### src/rtl/cal_pkg.sv
// Shared types for the smooth calibration block.
package cal_pkg;
    localparam int MASK_W = 9;

    // Calibration word as held in the shadow and active registers.
    typedef struct packed {
        logic [MASK_W-1:0] mask;
        logic              add;
        logic              win16;
        logic              win8;
    } cal_word_t;
endpackage

### src/rtl/cal_win_cnt.sv
// Window position counter.
// Counts input cycles and wraps at the selected window length: full, half
// or quarter of 2**WIN_LOG2. Assumes WIN_LOG2 >= 11.
module cal_win_cnt #(
    parameter int WIN_LOG2 = 20
) (
    input  logic                clk_i,
    input  logic                rst_ni,
    input  logic                win16_i,
    input  logic                win8_i,
    output logic [WIN_LOG2-1:0] cnt_o
);
    logic [WIN_LOG2-1:0] lim;

    // Wrap mask for the selected window; quarter window wins over half.
    always_comb begin
        lim = {WIN_LOG2{1'b1}};
        if (win8_i)       lim = {WIN_LOG2{1'b1}} >> 2;
        else if (win16_i) lim = {WIN_LOG2{1'b1}} >> 1;
    end

    // Advance and fold into the window; folding also covers a shrink.
    always_ff @(posedge clk_i) begin
        if (!rst_ni) cnt_o <= '0;
        else         cnt_o <= (cnt_o + 1'b1) & lim;
    end
endmodule

### src/rtl/cal_gate.sv
// Remove and insert decision.
// The window is cut into 512 slots. The last cycle of a slot is removed when
// the bit-reversed slot index is below the mask count, which spreads
// removals evenly. The first cycle of each slot carries an inserted pulse
// when add is set. Outputs are registered.
module cal_gate #(
    parameter int WIN_LOG2 = 20
) (
    input  logic                       clk_i,
    input  logic                       rst_ni,
    input  logic [WIN_LOG2-1:0]        cnt_i,
    input  logic [cal_pkg::MASK_W-1:0] mask_i,
    input  logic                       add_i,
    output logic                       pass_o,
    output logic                       extra_o
);
    localparam int MW     = cal_pkg::MASK_W;
    localparam int SLOT_W = WIN_LOG2 - MW;

    logic [SLOT_W-1:0] pos;
    logic [MW-1:0]     idx;
    logic [MW-1:0]     rev;
    logic              hit_mask;
    logic              hit_ins;

    assign pos = cnt_i[SLOT_W-1:0];
    assign idx = cnt_i[WIN_LOG2-1:SLOT_W];

    // Bit reversal of the slot index.
    for (genvar i = 0; i < MW; i++) begin : g_rev
        assign rev[i] = idx[MW-1-i];
    end

    // Slot-local decisions; the two use different slot positions.
    always_comb begin
        hit_mask = (&pos) && (rev < mask_i);
        hit_ins  = add_i && (pos == '0);
    end

    // Register the decisions for the downstream divider.
    always_ff @(posedge clk_i) begin
        if (!rst_ni) begin
            pass_o  <= 1'b1;
            extra_o <= 1'b0;
        end else begin
            pass_o  <= !hit_mask;
            extra_o <= hit_ins;
        end
    end
endmodule

### src/rtl/cal_update.sv
// Calibration word update control.
// In init mode a write goes live on the next edge. Otherwise a write while
// idle is parked in a shadow register and goes live on the third divider
// tick seen while pending. Writes while pending are dropped.
module cal_update (
    input  logic               clk_i,
    input  logic               rst_ni,
    input  logic               init_i,
    input  logic               wr_en_i,
    input  cal_pkg::cal_word_t wr_word_i,
    input  logic               tick_i,
    output cal_pkg::cal_word_t act_o,
    output logic               pend_o
);
    cal_pkg::cal_word_t shadow;
    logic [1:0]         tcnt;

    // Update handshake and tick counting.
    always_ff @(posedge clk_i) begin
        if (!rst_ni) begin
            act_o  <= '0;
            shadow <= '0;
            pend_o <= 1'b0;
            tcnt   <= '0;
        end else if (init_i && wr_en_i) begin
            act_o  <= wr_word_i;
            pend_o <= 1'b0;
            tcnt   <= '0;
        end else if (!pend_o && wr_en_i) begin
            shadow <= wr_word_i;
            pend_o <= 1'b1;
            tcnt   <= '0;
        end else if (pend_o && tick_i) begin
            if (tcnt == 2'd2) begin
                act_o  <= shadow;
                pend_o <= 1'b0;
                tcnt   <= '0;
            end else begin
                tcnt <= tcnt + 2'd1;
            end
        end
    end
endmodule

### src/rtl/cal_prescale.sv
// Two-stage divider on the corrected pulse stream.
// Stage one adds 0, 1 or 2 pulses per cycle and ticks every PREDIV_A
// pulses. Stage two counts ticks modulo PREDIV_S and drives a square wave
// that is high for the first half. Assumes PREDIV_A >= 2 and PREDIV_S >= 2.
module cal_prescale #(
    parameter int PREDIV_A = 128,
    parameter int PREDIV_S = 256
) (
    input  logic clk_i,
    input  logic rst_ni,
    input  logic pass_i,
    input  logic extra_i,
    output logic tick_o,
    output logic hz_o
);
    localparam int AW = $clog2(PREDIV_A + 2);
    localparam int SW = $clog2(PREDIV_S);

    logic [AW-1:0] acnt;
    logic [AW-1:0] sum;
    logic [SW-1:0] scnt;

    // Pulses this cycle added to the running count.
    always_comb begin
        sum = acnt + AW'(pass_i) + AW'(extra_i);
    end

    // First stage: tick when the count reaches the divide ratio.
    always_ff @(posedge clk_i) begin
        if (!rst_ni) begin
            acnt   <= '0;
            tick_o <= 1'b0;
        end else if (sum >= AW'(PREDIV_A)) begin
            acnt   <= sum - AW'(PREDIV_A);
            tick_o <= 1'b1;
        end else begin
            acnt   <= sum;
            tick_o <= 1'b0;
        end
    end

    // Second stage: count ticks around the output period.
    always_ff @(posedge clk_i) begin
        if (!rst_ni)                      scnt <= '0;
        else if (tick_o)
            scnt <= (scnt == SW'(PREDIV_S - 1)) ? '0 : scnt + 1'b1;
    end

    assign hz_o = (scnt < SW'(PREDIV_S / 2));
endmodule

### src/rtl/cal_smooth_mask.sv
// Top of the smooth calibration pulse masker.
// Joins the window counter, the gate, the update control and the divider.
// Shorter windows clear low mask bits so the removal rate is preserved.
// Inputs are synchronous to clk_i.
module cal_smooth_mask #(
    parameter int WIN_LOG2 = 20,
    parameter int PREDIV_A = 128,
    parameter int PREDIV_S = 256
) (
    input  logic       clk_i,
    input  logic       rst_ni,
    input  logic       init_mode_i,
    input  logic       wr_en_i,
    input  logic [8:0] wr_mask_i,
    input  logic       wr_add_i,
    input  logic       wr_win16_i,
    input  logic       wr_win8_i,
    output logic       pend_o,
    output logic       pass_o,
    output logic       extra_o,
    output logic       apre_tick_o,
    output logic       cal_1hz_o
);
    localparam int MW = cal_pkg::MASK_W;

    cal_pkg::cal_word_t wr_word;
    cal_pkg::cal_word_t act;
    logic [WIN_LOG2-1:0] cnt;
    logic [MW-1:0]       mask_eff;

    // Pack the write fields.
    always_comb begin
        wr_word.mask  = wr_mask_i;
        wr_word.add   = wr_add_i;
        wr_word.win16 = wr_win16_i;
        wr_word.win8  = wr_win8_i;
    end

    // Clear low mask bits for the shorter windows.
    always_comb begin
        mask_eff    = act.mask;
        mask_eff[0] = act.mask[0] & !(act.win16 | act.win8);
        mask_eff[1] = act.mask[1] & !act.win8;
    end

    cal_win_cnt #(.WIN_LOG2(WIN_LOG2)) u_win (
        .clk_i   (clk_i),
        .rst_ni  (rst_ni),
        .win16_i (act.win16),
        .win8_i  (act.win8),
        .cnt_o   (cnt)
    );

    cal_gate #(.WIN_LOG2(WIN_LOG2)) u_gate (
        .clk_i   (clk_i),
        .rst_ni  (rst_ni),
        .cnt_i   (cnt),
        .mask_i  (mask_eff),
        .add_i   (act.add),
        .pass_o  (pass_o),
        .extra_o (extra_o)
    );

    cal_update u_upd (
        .clk_i     (clk_i),
        .rst_ni    (rst_ni),
        .init_i    (init_mode_i),
        .wr_en_i   (wr_en_i),
        .wr_word_i (wr_word),
        .tick_i    (apre_tick_o),
        .act_o     (act),
        .pend_o    (pend_o)
    );

    cal_prescale #(.PREDIV_A(PREDIV_A), .PREDIV_S(PREDIV_S)) u_pre (
        .clk_i   (clk_i),
        .rst_ni  (rst_ni),
        .pass_i  (pass_o),
        .extra_i (extra_o),
        .tick_o  (apre_tick_o),
        .hz_o    (cal_1hz_o)
    );
endmodule

### config.mk
export PLATFORM = sky130hd
export DESIGN_NAME = cal_smooth_mask
export DESIGN_NICKNAME = d
export VERILOG_FILES = /design/src/rtl/cal_pkg.sv /design/src/rtl/cal_win_cnt.sv /design/src/rtl/cal_gate.sv /design/src/rtl/cal_update.sv /design/src/rtl/cal_prescale.sv /design/src/rtl/cal_smooth_mask.sv
export SDC_FILE = /design/constraint.sdc
export NUM_CORES = 1
export LEC_CHECK = 0
export BUFFER_PORTS_ARGS = -buffer_cell sky130_fd_sc_hd__buf_2
export CORE_MARGIN = 5
export CORE_UTILIZATION = 54
export CTS_BUF_LIST = sky130_fd_sc_hd__clkbuf_16
export DETAILED_ROUTE_END_ITERATION = 10
export GPL_TIMING_DRIVEN = 0
export HOLD_SLACK_MARGIN = 0.1
export PLACE_DENSITY = 0.73
export REMOVE_ABC_BUFFERS = 1
export SLEW_MARGIN = 20
export SYNTH_ARGS = -nofsm -noshare
export SYNTH_HDL_FRONTEND = slang
export SYNTH_HIERARCHICAL = 1
export SYNTH_SLANG_ARGS = --single-unit
### constraint.sdc
create_clock -name clk_i -period 3.1 [get_ports clk_i]
set_clock_uncertainty 0.1 [all_clocks]
set_input_delay 0.31 -clock clk_i [delete_from_list [all_inputs] [get_ports clk_i]]
set_output_delay 0.31 -clock clk_i [all_outputs]
set_load 0.01 [all_outputs]
# Yosys cells after proc, flatten, opt, wreduce, memory -nomap -nowiden
# Cells that the tools add are included.
dict set report totals {
  reg_bits 66
  latch_bits 0
  mem_bits_rw 0
  mem_bits_ro 0
  in_bits 16
  output_inout_bits 5
  elab_cells 67
  n_memories 0
}
dict set report op_classes {
  n_addsub 6
  mul 0
  n_div 0
  n_lt_le_gt_ge 3
  n_eq_ne 3
  shift 0
  n_mux 13
  n_bitwise 6
  n_reduce_logical 20
}
# operator count
set ops {}
lappend ops {{two-way mux 12 bit} 4}
lappend ops {{two-way mux 20 bit} 2}
lappend ops {{adder 20 x 1 -> 20 bit, second input constant} 1}
lappend ops {{AND 20 bit} 1}
lappend ops {{adder 8 x 1 -> 8 bit} 2}
lappend ops {{two-way mux 8 bit} 2}
lappend ops {{logical NOT 11 bit} 1}
lappend ops {{AND reduction 11 bit} 1}
lappend ops {{less-than comparator 9 bit} 1}
lappend ops {{adder 8 x 1 -> 8 bit, second input constant} 1}
lappend ops {{== test 8 bit, second input constant} 1}
lappend ops {{greater-or-equal comparator 8 bit, second input constant} 1}
lappend ops {{less-than comparator 8 bit, second input constant} 1}
lappend ops {{nonzero test 2 bit} 4}
lappend ops {{subtractor 8 bit, second input constant} 1}
lappend ops {{logical AND 1 bit} 5}
lappend ops {{logical NOT 1 bit} 4}
lappend ops {{two-way mux 1 bit} 4}
lappend ops {{AND reduction 2 bit} 2}
lappend ops {{AND reduction 3 bit} 1}
lappend ops {{OR reduction 3 bit} 1}
lappend ops {{adder 2 x 1 -> 2 bit, second input constant} 1}
lappend ops {{AND 1 bit} 2}
lappend ops {{== test 2 bit, second input constant} 1}
lappend ops {{5 further kinds} 6}

# Depth between registers and ports, before layout
# Gate-level depths: netlist of the first run.
dict set report logic_depth {
  word_depth 6
  mapped_depth 7
  ltp_nobuf 7
}

# Hierarchy
# Netlist of the first run, hierarchy kept.
# mod n_inst cells_per_inst area_per_inst_um2 seq_area_each_um2
set by_module_without_submodules {}
lappend by_module_without_submodules {cal_update 1 126 1171.1 540.5}
lappend by_module_without_submodules {cal_win_cnt 1 99 882.1 400.4}
lappend by_module_without_submodules {cal_prescale 1 81 733.2 340.3}
lappend by_module_without_submodules {cal_gate 1 40 306.5 40.0}
lappend by_module_without_submodules {cal_smooth_mask 1 2 18.8 0.0}

# Worst setup path before layout of the first run
# Ideal clock, no wire load.
dict set report synth_path {
  kind {reg2reg}
  start {reg u_win.cnt_o[2]}
  end {reg u_win.cnt_o[19]}
  setup_time_ns 0.103
  arrival_ns 1.891
  required_ns 2.897
  slack_ns 1.005
  stages_incl_launch_ff 6
  n_path_buf 1
  synth_period_minus_slack_ns 2.095
  path_cell_list {dfxtp_1 -> nand3_4 -> or4_1 -> buf_2 -> or3_1 -> a2111oi_2}
}
dict set report synth_between {
  elab_chain_len 2
}
# item line_no
set synth_lines {}
lappend synth_lines {{from (decl)} cal_win_cnt.sv:11} ;# output logic [WIN_LOG2-1:0] cnt_o
lappend synth_lines {{from (signal assigned)} cal_win_cnt.sv:25} ;# else cnt_o <= (cnt_o + 1'b1) & lim;
lappend synth_lines {{adder 20 x 1 -> 20 bit} cal_win_cnt.sv:25}
lappend synth_lines {{AND 20 bit} cal_win_cnt.sv:25}
# No other way between the ends.
# A chain may end at the register's enable or synchronous reset.

# Worst setup path after layout of the first run
dict set report layout_path {
  start {reg u_win.cnt_o[3]}
  end {reg u_win.cnt_o[19]}
}
# The elaborated chain is that of the path after synthesis.

==> results of run 1 <==
cell usage in the layout (no fill, tap or decap), types with 2 or more instances in the layout:
master     instances
nand3b_1           3
nand3_1           10
xor2_1             8
o21ai_0           10
xnor2_1            8
nand2_1           43
nor2_1            23
nor2b_1           13
nand4_1           11
nor3_1             3
clkbuf_16          9
dfxtp_1           66
or4_1              4
a31oi_1           13
clkinv_1           3
o31ai_1           14
o21ai_1            4
or3_2              3
or3_1             10
buf_2             20
clkinv_2           2
a21oi_1           16
mux2i_1           15
inv_1             20
ha_1              11
and2_1             2
cells in the mapped netlist (2+ instances only):
library cell  instances
nor3_1                3
buf_2                 3
a21oi_1              16
dfxtp_1              66
clkinv_1              2
nand2_1              43
clkbuf_1              7
and2_1                2
o21ai_1               4
xnor2_1               8
nand3_1              10
ha_1                 11
o21ai_0              10
or3_1                10
nand3b_1              3
nand4_1              11
xor2_1                8
a31oi_1              13
inv_1                18
or4_1                 4
mux2i_1              15
o31ai_1              14
buf_6                 4
nor2b_1              13
nor2_1               23
or3_2                 3
area by class of cell:
type | count | area (um^2) | area share
clock buffers | 9 | 225 | 0.0646
clock inverters | 6 | 51.3 | 0.0147
multi-input cells | 247 | 1620 | 0.465
flip-flops and latches | 66 | 1320 | 0.379
repair buffers | 20 | 100 | 0.0287
well taps | 72 | 90.1 | 0.0259
inverters | 20 | 75.1 | 0.0215
power by group through the flow:
stage	Sequential, uW	Clock [uW]	Combinational, uW
finish	909	940	131
global route	913	1000	151
CTS	909	961	133
detailed placement	926	0	131
global placement	924	0	128
floorplan	921	0	91.9
metal layers:
| metal | routed length, um | share of wire | vias to the layer above | track usage |
|---|---|---|---|---|
| met5 | 0 | 0 | - | 0 |
| met4 | 113 | 0.020 | 0 | 0.0820 |
| met3 | 199 | 0.035 | 10 | 0.0471 |
| met2 | 2680 | 0.47 | 35 | 0.284 |
| met1 | 2670 | 0.47 | 1145 | 0.210 |
| li1 | - | - | 1263 | - |
cells by family after synthesis:
kind of cell    share of synthesized area
compound gates                      0.121
xor+xnor                           0.0450
fa+ha+maj                          0.0507
buf+inv                            0.0543
flops                               0.425
mux                                0.0482
other cells                       0.00121
simple gates                        0.255
sequential cells by signal, summed over array words and instances (netlist names):
register,count
u_upd/tcnt,2
u_pre/tick_o,1
u_upd/shadow,12
u_upd/pend_o,1
u_pre/acnt,8
u_upd/act_o,12
u_pre/scnt,8
u_gate/pass_o,1
u_win/cnt_o,20
u_gate/extra_o,1
critical path: stages, from the launching register on:
cell	delay [ns]
dfxtp_1	0.48
nand4_2	0.20
or4_1	0.66
or3_1	0.41
a2111oi_2	0.35
worst min path at each step:
| stage | to | slack [ns] |
|---|---|---|
| final | u_upd/act_o[0]$_SDFFE_PN0P_ | 0.15 |
| after detailed placement | u_pre/tick_o$_SDFF_PN0_ | 0.36 |
| after global routing | u_upd/act_o[5]$_SDFFE_PN0P_ | 0.15 |
| after CTS | u_upd/act_o[10]$_SDFFE_PN0P_ | 0.14 |
| after global placement | u_pre/tick_o$_SDFF_PN0_ | 0.35 |
| after floorplan | u_win/cnt_o[1]$_SDFF_PN0_ | 0.33 |
stage by stage:
stage	total power (uW)	hold WS, ns	setup WS, ns
2_1_floorplan	1010	0.332	1.02
3_3_place_gp	1050	0.355	0.856
3_5_place_dp	1060	0.361	0.802
4_1_cts	2000	0.144	0.793
5_1_grt	2060	0.151	0.657
6_report	1980	0.153	0.800
==> results_dict.tcl, run 1 <==
set metrics [dict create \
    seq_area_frac_synth 0.425 \
    dpl_cell_area_um2 3210 \
    fmax_ghz 0.435 \
    drt-total-wl_mm 5.66 \
    critical_path.max_fanout 8 \
    reg2reg_to "u_win/cnt_o[19]$_SDFF_PN0_" \
    hold_depth 3 \
    grtUsageTotal 0.173 \
    io_buffers 20 \
    arrival_ns 2.42 \
    drt-wirelength-per-cell_um 12.9 \
    swShare 0.218 \
    drt_iter0_drc 123 \
    maxSlewViolCount 0 \
    dieArea_um2 7380 \
    reg2reg_slack_ns 0.80 \
    setup_viol 0 \
    syn_area_per_cell_um2 8.94 \
    fin_setup_tns_ns 0 \
    via_count 2453 \
    async_flop_share 0 \
    rows 27 \
    hold_path.class "primary input to register" \
    synth_top_area_cell "dfxtp_1" \
    r2r-start "u_win/cnt_o[3]$_SDFF_PN0_" \
    nets 392 \
    peakVddDrop_mv 0.407 \
    worstSetupStartpointType "register" \
    dr.pass1.iters 4 \
    first_global_vias 2366 \
    synth_edf_count 0 \
    pwr-share-seq 0.459 \
    p_comb_frac 0.066 \
    clkSlewWorstSetupHoldPaths_ns 0.05 \
    die_width_um 85.9 \
    die_h_um 85.9 \
    area_growth_pct 12.0 \
    cts.sinks 66 \
    place_congestion 0.794 \
    cts-resized-gates 0 \
    reg2regPathDepth 4 \
    ctsHtreeMaxLevel 3 \
    via_per_inst 5.58 \
    instances_no_fill 440 \
    net-switching-power_uw 432 \
    fin_crit_ns 2.30 \
    clk_latency_ns 0.33 \
    grt_setup_unrepaired "false" \
    outcome "finished, final reports clean" \
    root_buffer "clkbuf_16" \
    crit_path_end "u_win/cnt_o[19]$_SDFF_PN0_" \
    grt_pass1_wl_mm 10.3 \
    cap_violations 0 \
    critPathCaptureType "register" \
    power.internal_uw 1550 \
    power.leakage_uw 0.00128 \
    syn_inst 348 \
    utilization 0.629 \
    drcViolationCount 0 \
    cts_buffers 9 \
    synth_ff_type "dfxtp_1" \
    design_area_um2 3480 \
    worst_pin_slew_ns 0.794 \
    yosysTopAreaCellShare 0.425 \
    min_from "wr_win8_i" \
    clockBufferDepth 2 \
    drive_gt1_frac 0.125 \
    power_density_nw_per_um2 568 \
    synth.distinct_cells 50 \
    synth_warnings 6 \
    hold_buffers 0 \
    antenna_found_initial 0 \
    netlist_area_um2 3110 \
    antenna_cells 0 \
    ios 21 \
    fill_cells 498 \
    synth_seq_cells 66 \
    hpwl_mm 3.74 \
    dp_cells 425 \
    power.share.clock 0.475 \
    ant_nets 0 \
    postCtsSetupBuffers 0 \
    grt_remaining_overflow 0 \
    hold_viol 0 \
    cp-startpoint "u_win/cnt_o[3]$_SDFF_PN0_" \
    core_um2 5540 \
    grt_start_max_net_pins 35 \
    path_class "register to register" \
    worstPathRequired_ns 3.22 \
    min_period_over_period 0.742 \
    cts_tree "built" \
    start_util 0.562 \
    relSlewSlack 0.470 \
    synth.area.top_cells "dfxtp_1, nand2_1, mux2i_1, ha_1, o31ai_1" \
]
Power figures use the tool's default switching activity.
==> run 2, diff against run 1 <==
--- a/config.mk
+++ b/config.mk
@@ -12,7 +12,7 @@
 export DETAILED_ROUTE_END_ITERATION = 10
 export GPL_TIMING_DRIVEN = 0
 export HOLD_SLACK_MARGIN = 0.1
-export PLACE_DENSITY = 0.73
+export PLACE_DENSITY = 0.76
 export REMOVE_ABC_BUFFERS = 1
 export SLEW_MARGIN = 20
 export SYNTH_ARGS = -nofsm -noshare
==> constraint.sdc (replaced) <==
create_clock -name clk_i -period 1.9 [get_ports clk_i]
set_clock_uncertainty 0.1 [all_clocks]
set_input_delay 0.19 -clock clk_i [delete_from_list [all_inputs] [get_ports clk_i]]
set_output_delay 0.19 -clock clk_i [all_outputs]
set_load 0.01 [all_outputs]
==> results_dict.tcl, run 2 (synthesized netlist as in run 1, its figures left out) <==
set metrics [dict create \
    outcome "finished, final reports clean" \
    core_um2 5540 \
    antenna_cells 0 \
    drt-wirelength-per-cell_um 14.0 \
    dr.pass1.iters 4 \
    utilization 0.693 \
    critical_path.max_fanout 5 \
    die_width_um 85.9 \
    cts_tree "built" \
    ant_nets 0 \
    place_congestion 0.817 \
    drcViolationCount 0 \
    cts.sinks 66 \
    crit_path_cell_trace "nand4_4 > or4_4 > or3_4 > a2111oi_4" \
    rows 27 \
    critPathCaptureType "register" \
    layout_commonest_cell "dfxtp_1" \
    area_growth_pct 23.3 \
    clockBufferDepth 2 \
    grt_remaining_overflow 0 \
    clk_latency_ns 0.32 \
    grtUsageTotal 0.192 \
    cts_buffers 9 \
    drt-total-wl_mm 6.59 \
    io_buffers 20 \
    p_total_uw 3170 \
    start_util 0.562 \
    clkSlewWorstSetupHoldPaths_ns 0.05 \
    root_buffer "clkbuf_16" \
    arrival_ns 1.98 \
    design_area_um2 3840 \
    power_density_nw_per_um2 825 \
    path_class "register to register" \
    first_global_vias 2609 \
    grt_pass1_wl_mm 11.5 \
    slowest_stage "or4_4" \
    min_period_over_period 0.976 \
    power.leakage_uw 0.00142 \
    dp_slack_ns -0.395 \
    via_per_inst 5.54 \
    setup_viol 0 \
    fmax_ghz 0.539 \
    drive_gt1_frac 0.221 \
    dpl_cell_area_um2 3210 \
    fin_crit_ns 1.85 \
    maxSlewViolCount 0 \
    worstPathRequired_ns 2.02 \
    grt_start_max_net_pins 35 \
    dieArea_um2 7380 \
    via_count 2610 \
    reg_top3 "u_win/cnt_o x20, u_upd/act_o x12, u_upd/shadow x12" \
    peakVddDrop_mv 0.517 \
    relSlewSlack 0.458 \
    cap_violations 0 \
    grt_setup_unrepaired "true" \
    ios 21 \
    hpwl_mm 3.89 \
    hold_viol 0 \
    die_h_um 85.9 \
    ctsHtreeMaxLevel 3 \
    worst_pin_slew_ns 0.813 \
    final_cell_mix "dfxtp_1, nand2_1, nor2_1" \
    worst_path_largest_cell_delay_ns 0.54 \
    hold_path.class "primary input to register" \
    nets 422 \
    finalWorstSetupSlack_ns 0.0456 \
    worstSetupStartpointType "register" \
    antenna_found_initial 0 \
    fin_setup_tns_ns 0 \
    largest_reg_flops 20 \
    drt_iter0_drc 183 \
    top_register "u_win/cnt_o" \
]
run 2: cell count changes in the layout (fill, tap and decap cells not counted), sizes merged:
| cell | previous run | this run |
|---|---|---|
| bufinv | 1 | 0 |
| buf | 20 | 37 |
| dlygate4sd3 | 0 | 13 |
| inv | 20 | 18 |
| clkinv | 5 | 7 |
| clkinvlp | 0 | 2 |
run 2: final cells by class:
class | count | area (um^2)
Fill cell | 441 | 1700
Multi-Input combinational cell | 247 | 1690
Sequential cell | 66 | 1360
Timing Repair Buffer | 50 | 358
Clock buffer | 9 | 225
Tap cell | 72 | 90.1
Inverter | 20 | 78.8
Clock inverter | 7 | 36.3
run 2: per-layer routing:
layer	share of wire	GRT usage	wire length, um
met1	0.44	0.224	2870
met2	0.50	0.327	3270
met3	0.046	0.0605	305
met4	0.021	0.0734	140
met5	0	0	0
run 2: through the flow:
| stage | hold slack, ns | instances |
|---|---|---|
| CTS | 0.271 | 468 |
| global placement | 0.353 | 425 |
| finish | 0.281 | 471 |
| global route | 0.295 | 471 |
| floorplan | 0.212 | 333 |
| detailed placement | 0.356 | 425 |
run 2: repair_timing:
item	in CTS	in global routing
endpoints found under the setup margin	8	9
endpoints found under the hold margin	25	0
setup buffers	14	3
gates resized for setup	23	12
hold buffers	13	0
pin swaps	7	6
run 2: final timing paths:
path | slack (ns) | endpoint | cells after the start | start
setup / recovery | 0.05 | u_win/cnt_o[19]$_SDFF_PN0_ | 4 | u_win/cnt_o[4]$_SDFF_PN0_
hold / removal | 0.28 | u_upd/shadow[5]$_SDFFE_PN0P_ | 4 | init_mode_i
setup reg to reg | 0.05 | u_win/cnt_o[19]$_SDFF_PN0_ | 4 | u_win/cnt_o[4]$_SDFF_PN0_
hold reg to reg | 0.36 | u_pre/tick_o$_SDFF_PN0_ | 2 | u_pre/acnt[7]$_SDFF_PN0_
run 2: worst max-delay path, delay by kind of cell (launching register included):
kind | cells | cell delay [ns]
and+or+nand+nor | 3 | 1.01
AOI/OAI and AO/OA | 1 | 0.29
DFF | 1 | 0.36
run 2: power by group:
part,switching [uW],internal [uW]
registers,46.4,1430
logic,127,125
clock network,577,864
total,750,2420
